===== config.mk =====
export PLATFORM = sky130hd
export DESIGN_NAME = mbc_serdes
export DESIGN_NICKNAME = d
export VERILOG_FILES = /design/src/rtl/mbc_pkg.sv /design/src/rtl/mbc_baud.sv /design/src/rtl/mbc_tx.sv /design/src/rtl/mbc_rx.sv /design/src/rtl/mbc_serdes.sv
export SDC_FILE = /design/constraint.sdc
export NUM_CORES = 1
export LEC_CHECK = 0
export ABC_AREA = 1
export BUFFER_PORTS_ARGS = -buffer_cell sky130_fd_sc_hd__buf_2
export CAP_MARGIN = 20
export CORE_MARGIN = 3
export CORE_UTILIZATION = 35
export DETAILED_ROUTE_END_ITERATION = 6
export PLACE_DENSITY = 0.55
export SYNTH_ARGS = -nofsm -noshare
export SYNTH_HDL_FRONTEND = slang
export SYNTH_HIERARCHICAL = 1
export SYNTH_SLANG_ARGS = --single-unit

===== constraint.sdc =====
create_clock -name clk -period 2.15 [get_ports clk]
set_input_delay 0.43 -clock clk [delete_from_list [all_inputs] [get_ports clk]]
set_output_delay 0.43 -clock clk [all_outputs]
set_load 0.01 [all_outputs]

===== src/rtl/mbc_pkg.sv =====
package mbc_pkg;

    localparam int OVS    = 16;
    localparam int SUBW   = $clog2(OVS);
    localparam int FRW    = 11;
    localparam int IDXW   = 4;
    localparam logic [SUBW-1:0] SUB_END = SUBW'(OVS - 1);
    localparam logic [SUBW-1:0] SUB_MID = SUBW'(OVS / 2 - 1);

    typedef struct packed {
        logic rtu;
        logic par_en;
        logic par_odd;
    } mbc_cfg_t;

    typedef enum logic {TX_IDLE, TX_RUN} tx_st_e;
    typedef enum logic [1:0] {RX_IDLE, RX_START, RX_SHIFT} rx_st_e;

    function automatic logic [7:0] mbc_mask(input logic rtu);
        return rtu ? 8'hFF : 8'h7F;
    endfunction

    function automatic logic [IDXW-1:0] mbc_ndata(input logic rtu);
        return rtu ? 4'd8 : 4'd7;
    endfunction

    // index of the final bit in the whole frame (start bit is index 0)
    function automatic logic [IDXW-1:0] mbc_last(input mbc_cfg_t c);
        return c.rtu ? 4'd10 : 4'd9;
    endfunction

    // line levels of one character, element 0 leaves first
    function automatic logic [FRW-1:0] mbc_frame(input logic [7:0] d, input mbc_cfg_t c);
        logic [FRW-1:0] f;
        logic [7:0]     m;
        logic           p;
        m = d & mbc_mask(c.rtu);
        p = (^m) ^ c.par_odd;
        f = '1;
        f[0] = 1'b0;
        for (int i = 0; i < 8; i++) begin
            if (c.rtu || i < 7) f[i+1] = m[i];
        end
        if (c.par_en) begin
            if (c.rtu) f[9] = p;
            else       f[8] = p;
        end
        return f;
    endfunction

endpackage


===== src/rtl/mbc_baud.sv =====
module mbc_baud #(
    parameter int CLK_PER_TICK = 8
) (
    input  logic clk,
    input  logic rst_n,
    input  logic restart,
    output logic tick
);
    localparam int CW = (CLK_PER_TICK > 1) ? $clog2(CLK_PER_TICK) : 1;
    localparam logic [CW-1:0] CNT_END = CW'(CLK_PER_TICK - 1);

    typedef struct packed {
        logic [CW-1:0] cnt;
    } baud_s_t;

    baud_s_t s_d, s_q;

    assign tick = (s_q.cnt == CNT_END);

    always_comb begin
        s_d = s_q;
        if (restart || tick) s_d.cnt = '0;
        else                 s_d.cnt = s_q.cnt + 1'b1;
    end

    always_ff @(posedge clk) begin
        if (!rst_n) s_q <= '0;
        else        s_q <= s_d;
    end

    generate
        if (CLK_PER_TICK > 1) begin : g_spacing
            AST_TICK_SPACING: assert property (@(posedge clk) disable iff (!rst_n)
                tick |=> !tick);
            AST_RESTART_DELAY: assert property (@(posedge clk) disable iff (!rst_n)
                restart |=> !tick);
        end
    endgenerate

endmodule


===== src/rtl/mbc_tx.sv =====
module mbc_tx
    import mbc_pkg::*;
(
    input  logic     clk,
    input  logic     rst_n,
    input  logic     tick,
    input  mbc_cfg_t cfg,
    input  logic [7:0] data_i,
    input  logic     valid_i,
    output logic     ready_o,
    output logic     accept_o,
    output logic     line_o
);

    typedef struct packed {
        tx_st_e          st;
        logic [FRW-1:0]  sh;
        logic [IDXW-1:0] idx;
        logic [IDXW-1:0] last;
        logic [SUBW-1:0] sub;
        logic            line;
    } tx_s_t;

    tx_s_t s_d, s_q;
    logic [FRW-1:0] frame;

    assign frame    = mbc_frame(data_i, cfg);
    assign ready_o  = (s_q.st == TX_IDLE);
    assign accept_o = ready_o && valid_i;
    assign line_o   = s_q.line;

    always_comb begin
        s_d = s_q;
        unique case (s_q.st)
            TX_IDLE: begin
                s_d.line = 1'b1;
                if (valid_i) begin
                    s_d.st   = TX_RUN;
                    s_d.sh   = frame;
                    s_d.line = frame[0];
                    s_d.idx  = '0;
                    s_d.sub  = '0;
                    s_d.last = mbc_last(cfg);
                end
            end
            TX_RUN: begin
                if (tick) begin
                    if (s_q.sub == SUB_END) begin
                        s_d.sub = '0;
                        if (s_q.idx == s_q.last) begin
                            s_d.st   = TX_IDLE;
                            s_d.line = 1'b1;
                        end else begin
                            s_d.idx  = s_q.idx + 1'b1;
                            s_d.sh   = {1'b1, s_q.sh[FRW-1:1]};
                            s_d.line = s_q.sh[1];
                        end
                    end else begin
                        s_d.sub = s_q.sub + 1'b1;
                    end
                end
            end
            default: s_d.st = TX_IDLE;
        endcase
    end

    always_ff @(posedge clk) begin
        if (!rst_n) begin
            s_q      <= '0;
            s_q.st   <= TX_IDLE;
            s_q.sh   <= '1;
            s_q.line <= 1'b1;
        end else begin
            s_q <= s_d;
        end
    end

    AST_IDLE_LINE_HIGH: assert property (@(posedge clk) disable iff (!rst_n)
        ready_o |-> line_o);
    AST_START_LOW: assert property (@(posedge clk) disable iff (!rst_n)
        accept_o |=> !line_o);
    AST_END_ON_STOP: assert property (@(posedge clk) disable iff (!rst_n)
        $rose(ready_o) |-> $past(line_o));
    AST_BUSY_NO_ACCEPT: assert property (@(posedge clk) disable iff (!rst_n)
        (s_q.st == TX_RUN) |-> !accept_o);

endmodule


===== src/rtl/mbc_rx.sv =====
module mbc_rx
    import mbc_pkg::*;
(
    input  logic       clk,
    input  logic       rst_n,
    input  logic       tick,
    input  mbc_cfg_t   cfg,
    input  logic       line_i,
    output logic [7:0] data_o,
    output logic       valid_o,
    output logic       par_err_o,
    output logic       frm_err_o
);

    typedef struct packed {
        rx_st_e          st;
        logic [1:0]      sync;
        logic [SUBW-1:0] sub;
        logic [IDXW-1:0] idx;
        mbc_cfg_t        cfg;
        logic [7:0]      sh;
        logic            par_acc;
        logic            pe;
        logic            fe;
        logic [7:0]      data;
        logic            valid;
        logic            par_err;
        logic            frm_err;
    } rx_s_t;

    rx_s_t s_d, s_q;
    logic            ln;
    logic [IDXW-1:0] ndata;
    logic [IDXW-1:0] last_idx;

    assign ln        = s_q.sync[1];
    assign ndata     = mbc_ndata(s_q.cfg.rtu);
    assign last_idx  = mbc_last(s_q.cfg) - 1'b1;
    assign data_o    = s_q.data;
    assign valid_o   = s_q.valid;
    assign par_err_o = s_q.par_err;
    assign frm_err_o = s_q.frm_err;

    always_comb begin
        logic [7:0] sh_n;
        logic       pe_n;
        logic       fe_n;
        s_d       = s_q;
        s_d.sync  = {s_q.sync[0], line_i};
        s_d.valid = 1'b0;
        sh_n      = s_q.sh;
        pe_n      = s_q.pe;
        fe_n      = s_q.fe;
        unique case (s_q.st)
            RX_IDLE: begin
                if (tick && !ln) begin
                    s_d.st  = RX_START;
                    s_d.sub = '0;
                    s_d.cfg = cfg;
                end
            end
            RX_START: begin
                if (tick) begin
                    if (s_q.sub == SUB_MID) begin
                        if (ln) begin
                            s_d.st = RX_IDLE;
                        end else begin
                            s_d.st      = RX_SHIFT;
                            s_d.sub     = '0;
                            s_d.idx     = '0;
                            s_d.sh      = '0;
                            s_d.par_acc = 1'b0;
                            s_d.pe      = 1'b0;
                            s_d.fe      = 1'b0;
                        end
                    end else begin
                        s_d.sub = s_q.sub + 1'b1;
                    end
                end
            end
            RX_SHIFT: begin
                if (tick) begin
                    if (s_q.sub == SUB_END) begin
                        s_d.sub = '0;
                        if (s_q.idx < ndata) begin
                            sh_n        = {ln, s_q.sh[7:1]};
                            s_d.par_acc = s_q.par_acc ^ ln;
                        end else if (s_q.cfg.par_en && s_q.idx == ndata) begin
                            pe_n = (s_q.par_acc ^ ln) != s_q.cfg.par_odd;
                        end else if (!ln) begin
                            fe_n = 1'b1;
                        end
                        s_d.sh = sh_n;
                        s_d.pe = pe_n;
                        s_d.fe = fe_n;
                        if (s_q.idx == last_idx) begin
                            s_d.st      = RX_IDLE;
                            s_d.valid   = 1'b1;
                            s_d.data    = s_q.cfg.rtu ? sh_n : {1'b0, sh_n[7:1]};
                            s_d.par_err = pe_n;
                            s_d.frm_err = fe_n;
                        end else begin
                            s_d.idx = s_q.idx + 1'b1;
                        end
                    end else begin
                        s_d.sub = s_q.sub + 1'b1;
                    end
                end
            end
            default: s_d.st = RX_IDLE;
        endcase
    end

    always_ff @(posedge clk) begin
        if (!rst_n) begin
            s_q      <= '0;
            s_q.st   <= RX_IDLE;
            s_q.sync <= 2'b11;
        end else begin
            s_q <= s_d;
        end
    end

    AST_STROBE_SINGLE: assert property (@(posedge clk) disable iff (!rst_n)
        valid_o |=> !valid_o);
    AST_SEVEN_BIT_ZERO: assert property (@(posedge clk) disable iff (!rst_n)
        (valid_o && !s_q.cfg.rtu) |-> !data_o[7]);
    AST_NO_PAR_NO_ERR: assert property (@(posedge clk) disable iff (!rst_n)
        (valid_o && !s_q.cfg.par_en) |-> !par_err_o);
    AST_GLITCH_DROP: assert property (@(posedge clk) disable iff (!rst_n)
        (s_q.st == RX_START && tick && s_q.sub == SUB_MID && ln) |=> (s_q.st == RX_IDLE && !valid_o));

endmodule


===== src/rtl/mbc_serdes.sv =====
module mbc_serdes
    import mbc_pkg::*;
#(
    parameter int CLK_PER_TICK = 8
) (
    input  logic       clk,
    input  logic       rst_n,
    input  logic       cfg_rtu,
    input  logic       cfg_par_en,
    input  logic       cfg_par_odd,
    input  logic [7:0] tx_data,
    input  logic       tx_valid,
    output logic       tx_ready,
    output logic       tx_line,
    input  logic       rx_line,
    output logic [7:0] rx_data,
    output logic       rx_valid,
    output logic       rx_par_err,
    output logic       rx_frm_err
);

    mbc_cfg_t cfg;
    logic     tx_tick;
    logic     rx_tick;
    logic     tx_accept;

    assign cfg = '{rtu: cfg_rtu, par_en: cfg_par_en, par_odd: cfg_par_odd};

    mbc_baud #(.CLK_PER_TICK(CLK_PER_TICK)) u_tx_baud (
        .clk     (clk),
        .rst_n   (rst_n),
        .restart (tx_accept),
        .tick    (tx_tick)
    );

    mbc_baud #(.CLK_PER_TICK(CLK_PER_TICK)) u_rx_baud (
        .clk     (clk),
        .rst_n   (rst_n),
        .restart (1'b0),
        .tick    (rx_tick)
    );

    mbc_tx u_tx (
        .clk      (clk),
        .rst_n    (rst_n),
        .tick     (tx_tick),
        .cfg      (cfg),
        .data_i   (tx_data),
        .valid_i  (tx_valid),
        .ready_o  (tx_ready),
        .accept_o (tx_accept),
        .line_o   (tx_line)
    );

    mbc_rx u_rx (
        .clk       (clk),
        .rst_n     (rst_n),
        .tick      (rx_tick),
        .cfg       (cfg),
        .line_i    (rx_line),
        .data_o    (rx_data),
        .valid_o   (rx_valid),
        .par_err_o (rx_par_err),
        .frm_err_o (rx_frm_err)
    );

endmodule


Word level (Yosys, flattened, before mapping)

Index checks and enable logic that the tools add are counted.

Add/sub/neg operators: 7
Order comparisons: 1
Equality and inequality tests: 25
Mux-type cells: 53
Bitwise gates (word level): 5
Reduce and logical (&&, ||, !) cells: 23

Operator list:

| cell                | number |
|---|---|
| $mux 8              | 6 |
| $mux 11             | 4 |
| $mux 22             | 2 |
| $mux 16             | 2 |
| $mux 4              | 8 |
| $pmux 16 s2         | 1 |
| $mux 25             | 1 |
| $pmux 11 s2         | 1 |
| $mux 2              | 10 |
| $add 4x1->4 const B | 4 |
| $mux 15             | 1 |
| $ne 2x1->1 const B  | 7 |
| $reduce_and 7->1    | 2 |
| $eq 4x4->1          | 3 |
| $mux 1              | 12 |
| $ne 2x2->1 const B  | 6 |
| $pmux 4 s3          | 1 |
| $reduce_and 4->1    | 3 |
| $reduce_and 6->1    | 2 |
| $pmux 5 s2          | 1 |
| $and 8x8->8         | 1 |
| $eq 4x4->1 const B  | 2 |
| $pmux 4 s2          | 1 |
| $reduce_and 2->1    | 4 |
| other kinds (22)    | 29 |

Register bits: 68
Input bits: 15
Output and inout bits: 13
Logic and storage cells: 137

Depth between registers and ports, before layout

Depth in word-level cells: 9
Depth in mapped cells: 13
Mapped depth without buffers: 13

Cells and area by module

The synthesis kept the hierarchy.

Modules (own cells, without submodules):

| module     | times used | cells an instance | area an instance (um2) | seq. area each (um2) |
|---|---|---|---|---|
| mbc_rx     | 1          | 308               | 2220.9                 | 740.7 |
| mbc_tx     | 1          | 189               | 1363.8                 | 460.4 |
| mbc_baud   | 2          | 12                | 111.4                  | 60.1 |
| mbc_serdes | 1          | 1                 | 3.8                    | 0.0 |

Worst setup path before layout

No wires, ideal clock.

Path type: reg-to-reg
Start point: register u_rx/s_q[24] (netlist bit)
End point: register u_rx.s_q, in the netlist u_rx/frm_err_o
Setup time: 0.113 ns
Data arrival time: 1.748 ns
Data required time: 2.037 ns
Path slack: 0.289 ns
Cell stages (with the launch flop): 9
Buffers on the path: 1
Period minus slack after synthesis: 1.861 ns
Cells stage by stage: dfxtp_1 -> inv_1 -> ha_1 -> a21oi_4 -> nand2_2 -> buf_6 -> a21o_1 -> o21ai_1 -> inv_1

Word-level cells in the longest chain between the ends: 5
Elaborated cells on any way between the ends: 10
Those cells by class: add/sub (1); order compare (1); eq/ne (2); mux (4); reduce/logical (2)

RTL lines:

| element                                             | line         | source |
|---|---|---|
| start, declared                                     | mbc_rx.sv:31 | `rx_s_t s_d, s_q;` |
| branches (longest 5 deep; another with $sub 4x1->4) | -            |  |

Several ways; the timed one is not identified.
A chain may end at the register's enable or synchronous reset.

Final worst setup path

Start point: register u_rx/s_q[35] (netlist bit)
End point: register u_rx/s_q[15] (netlist bit)

Word-level cells in the longest chain between the ends: 3
Elaborated cells on any way between the ends: 10
Those cells by class: eq/ne (7); mux (1); reduce/logical (2)

RTL lines:

| element                                      | line         | source |
|---|---|---|
| $eq 2x1->1 or $eq 2x2->1 (tied branches)     | mbc_rx.sv:54 | `unique case (s_q.st)` |
| $ne 2x2->1 (no line) (tied with other cells) | -            |  |
| $reduce_and 6->1 (no line)                   | -            |  |

Several ways; a longest one is shown, not always the timed one.

==> results_dict.tcl <==
set metrics [dict create \
    run_status "finished clean" \
    cts.clk_slew.worst_paths_ns 0.08 \
    worst_hold_slack_ns 0.277 \
    totalWireLength_um 8140 \
    max_freq_mhz 519 \
    power.net_switching_mw 1.20 \
    synthesis_warning_total 6 \
    synth_largest_type_area_fraction_pct 34.7 \
    synth-simple-area-share_pct 35.1 \
    setup_tns_ns 0 \
    num_antenna_cells 0 \
    swShare_pct 34.5 \
    yosys_register_bits 66 \
    clock-root-buffer "clkbuf_8" \
    drive_gt1_share_pct 18.4 \
    post_synth_mux_area_share_pct 0 \
    synth_top_cells_by_area "dfxtp_1, nand2_1, nand3_1" \
    max_cap_violations 0 \
    detailedPlace.worstSlack_ns 0.205 \
    clock_tree_from_tritoncts "yes" \
    comb_power_share_pct 27.2 \
    pin_count_of_the_biggest_net_entering_global_routing 20 \
    timing_worst_setup_path_type "reg -> reg" \
    vdd_drop_max_mv 0.383 \
    final_hold_viol_count 0 \
    finalCritPeriodShare_pct 89.6 \
    htree_num_levels 3 \
    synth_enable_flop_cells 0 \
    dieWidth_um 110 \
    count_of_standard_cell_rows 37 \
    cts_hold_fix_bufs 0 \
    finalCriticalPeriod_ns 1.93 \
    post_syn_area_mm2 0.00381 \
    p_total_mw 3.47 \
    adder_cell_share_of_the_synthesized_area_pct 5.25 \
    critical_path.endpoint_type "register" \
    drt-pass1-iter-count 4 \
    grt_busiest_layer "met2" \
    globalRouteMet3Util_pct 3.96 \
    internal_power_consumption_mw 2.27 \
    netlist-cell-type-count 40 \
    first_global_vias 3095 \
    cts_num_sinks 66 \
    grt_overflow 0 \
    maximum_number_of_buffers_from_clock_root_to_sink 2 \
    first_pass_grt_wire_length_um 14100 \
    timing.final.setup_violations 0 \
    io-pin-count 28 \
    drtAntennaViolNets 0 \
    route.detailed.drc 0 \
    power.density_mw_per_mm2 817 \
    synth_top_family_by_area "simple AND/OR/NAND/NOR gates" \
    slew_headroom_pct 64.0 \
    worst_slew_pin_slew_ns 0.540 \
    detail_route.vias_per_cell 4.65 \
    critPathLaunchType "register" \
    nets 580 \
    seq_power_share_pct 38.3 \
    synth_compound_gate_area_share_pct 11.8 \
    placeableCoreArea_mm2 0.0105 \
    area.growth.synth_to_final_pct 11.5 \
    gp_congestion 0.819 \
    synth_top_area_cell "dfxtp_1" \
    global_route.usage.met2_pct 25.7 \
    clk_latency_ns 0.35 \
    critical_path_peak_fanout 11 \
    clock_power_share_pct 34.5 \
    numPortBuffers 27 \
    synth_cells 522 \
    syn_avg_cell_area_um2 7.30 \
    post_drt_wl_per_cell_um 11.8 \
    tritoncts.num_buffers 9 \
    filler_cell_count 1124 \
    postSynthNetCount 553 \
    critical_path_arrival_ns 2.21 \
    fp.dieArea_mm2 0.0122 \
    final-max-slew-violation-count 0 \
    grt_use_total_pct 14.8 \
    async_reset_ff_share_pct 0 \
    die_y_um 110 \
    grt_setup_unrepaired "no" \
    ctsResizeCount 0 \
    postSynth.topFlopCell "dfxtp_1" \
    critPathRequiredTime_ns 2.44 \
    timing.clock.skew_ns 0.0155 \
    drt_first_iter_violations 123 \
    number_of_vias_after_detailed_routing 3210 \
    post-dp-hpwl_um 6030 \
    synth_xor_area_share_pct 1.38 \
    place.detailed.instances 674 \
    post_cts.repair.setup_buffers 0 \
    worst_hold_check_path_type "in -> reg" \
    antenna_found_initial 0 \
    leakagePower_nw 2.02 \
    grt_met1_use_pct 18.2 \
    final-instance-count-excl-fill 690 \
    initial_utilization_pct 36.4 \
    fin_ws_ns 0.224 \
    seq_area_frac_synth_pct 34.7 \
]
path summary, 6_finish.rpt:
| path | endpoint | slack, ns | depth (start not counted) | start |
|---|---|---|---|---|
| max | u_rx/s_q[15] | 0.22 | 9 | u_rx/s_q[35] |
| min | u_rx/s_d[34] | 0.28 | 2 | rx_line |
| max reg2reg | u_rx/s_q[15] | 0.22 | 9 | u_rx/s_q[35] |
| min reg2reg | u_rx/ln | 0.41 | 1 | u_rx/s_d[34] |
worst max-delay path, stage by stage (launching register included):
cell and delay, ns:
dfxtp_1 0.39, inv_1 0.08, ha_1 0.38, inv_8 0.16
nand2_4 0.08, nand2_4 0.08, nand4_4 0.24, nor2_8 0.24
nand3_1 0.10, a21oi_1 0.13
power groups by stage:
stage	sequential (mW)	clock, mW	combinational [mW]
finish	1.33	1.20	0.945
global placement	1.36	0	0.920
CTS	1.33	1.25	0.954
global route	1.34	1.29	1.07
detailed placement	1.36	0	0.949
floorplan	1.35	0	0.805
area by class of cell:
cell class / count / area [um2] / share of cell area (%)
Multi-Input combinational cell: 360 / 2040 / 48.1
Sequential cell: 66 / 1320 / 31.1
Inverter: 78 / 300 / 7.07
Timing Repair Buffer: 34 / 188 / 4.42
Tap cell: 136 / 170 / 4.00
Clock buffer: 10 / 138 / 3.24
Clock inverter: 6 / 90.1 / 2.12
placed cells by master, fill, tap and decap left out, types with 2 or more instances in the layout:
cell type and count:
a21oi_1 37, a21oi_4 2, buf_2 27, buf_4 7, bufinv_16 2, clkbuf_8 10, clkinv_4 2, dfxtp_1 66
ha_1 16, inv_1 72, inv_2 5, nand2_1 119, nand2_2 12, nand2_4 7, nand3_1 61, nand3_2 4
nand4_1 3, nor2_1 40, nor2_2 3, nor2_4 3, nor2_8 4, nor3_1 3, o211ai_2 6, o21ai_0 13
o21ai_1 4, o22ai_1 5, or2_2 2, xnor2_1 2, xor2_1 4
cell usage after synthesis (6+ instances only):
cell type  count
nand2_1      119
inv_1         72
ha_1          16
o21ai_0       13
nand2_4        7
buf_4          8
o211ai_2       6
nand3_1       61
a21oi_1       37
nand2_2       12
nor2_1        40
dfxtp_1       66
metal layers:
layer,vias up,share of wire (%)
li1,1728,-
met1,1452,48
met2,26,49
met3,4,2.4
met4,0,0.53
met5,-,0
cells by family after synthesis:
group	Yosys count
other	1
buffers and inverters	96
flip-flops	66
adder cells (fa/ha/maj)	16
AO/OA/AOI/OAI	72
XOR/XNOR	6
AND/OR/NAND/NOR	265
sequential cells by signal, summed over array words and instances (netlist names):
name	flops
u_rx/s_q	24
u_tx/s_q	22
u_rx/data_o	8
u_rx_baud/s_q	3
u_tx_baud/s_q	3
u_rx/frm_err_o	1
u_rx/ln	1
u_rx/par_err_o	1
u_rx/s_d	1
u_rx/valid_o	1
u_tx/line_o	1
metrics by stage:
step / utilization [%] / area (um2)
after floorplan: - / 3810
after global placement: 38.4 / 4020
after detailed placement: 38.4 / 4020
after CTS: 40.6 / 4250
after global routing: 40.6 / 4250
final: 40.6 / 4250
(Power assumes the default switching activity.)
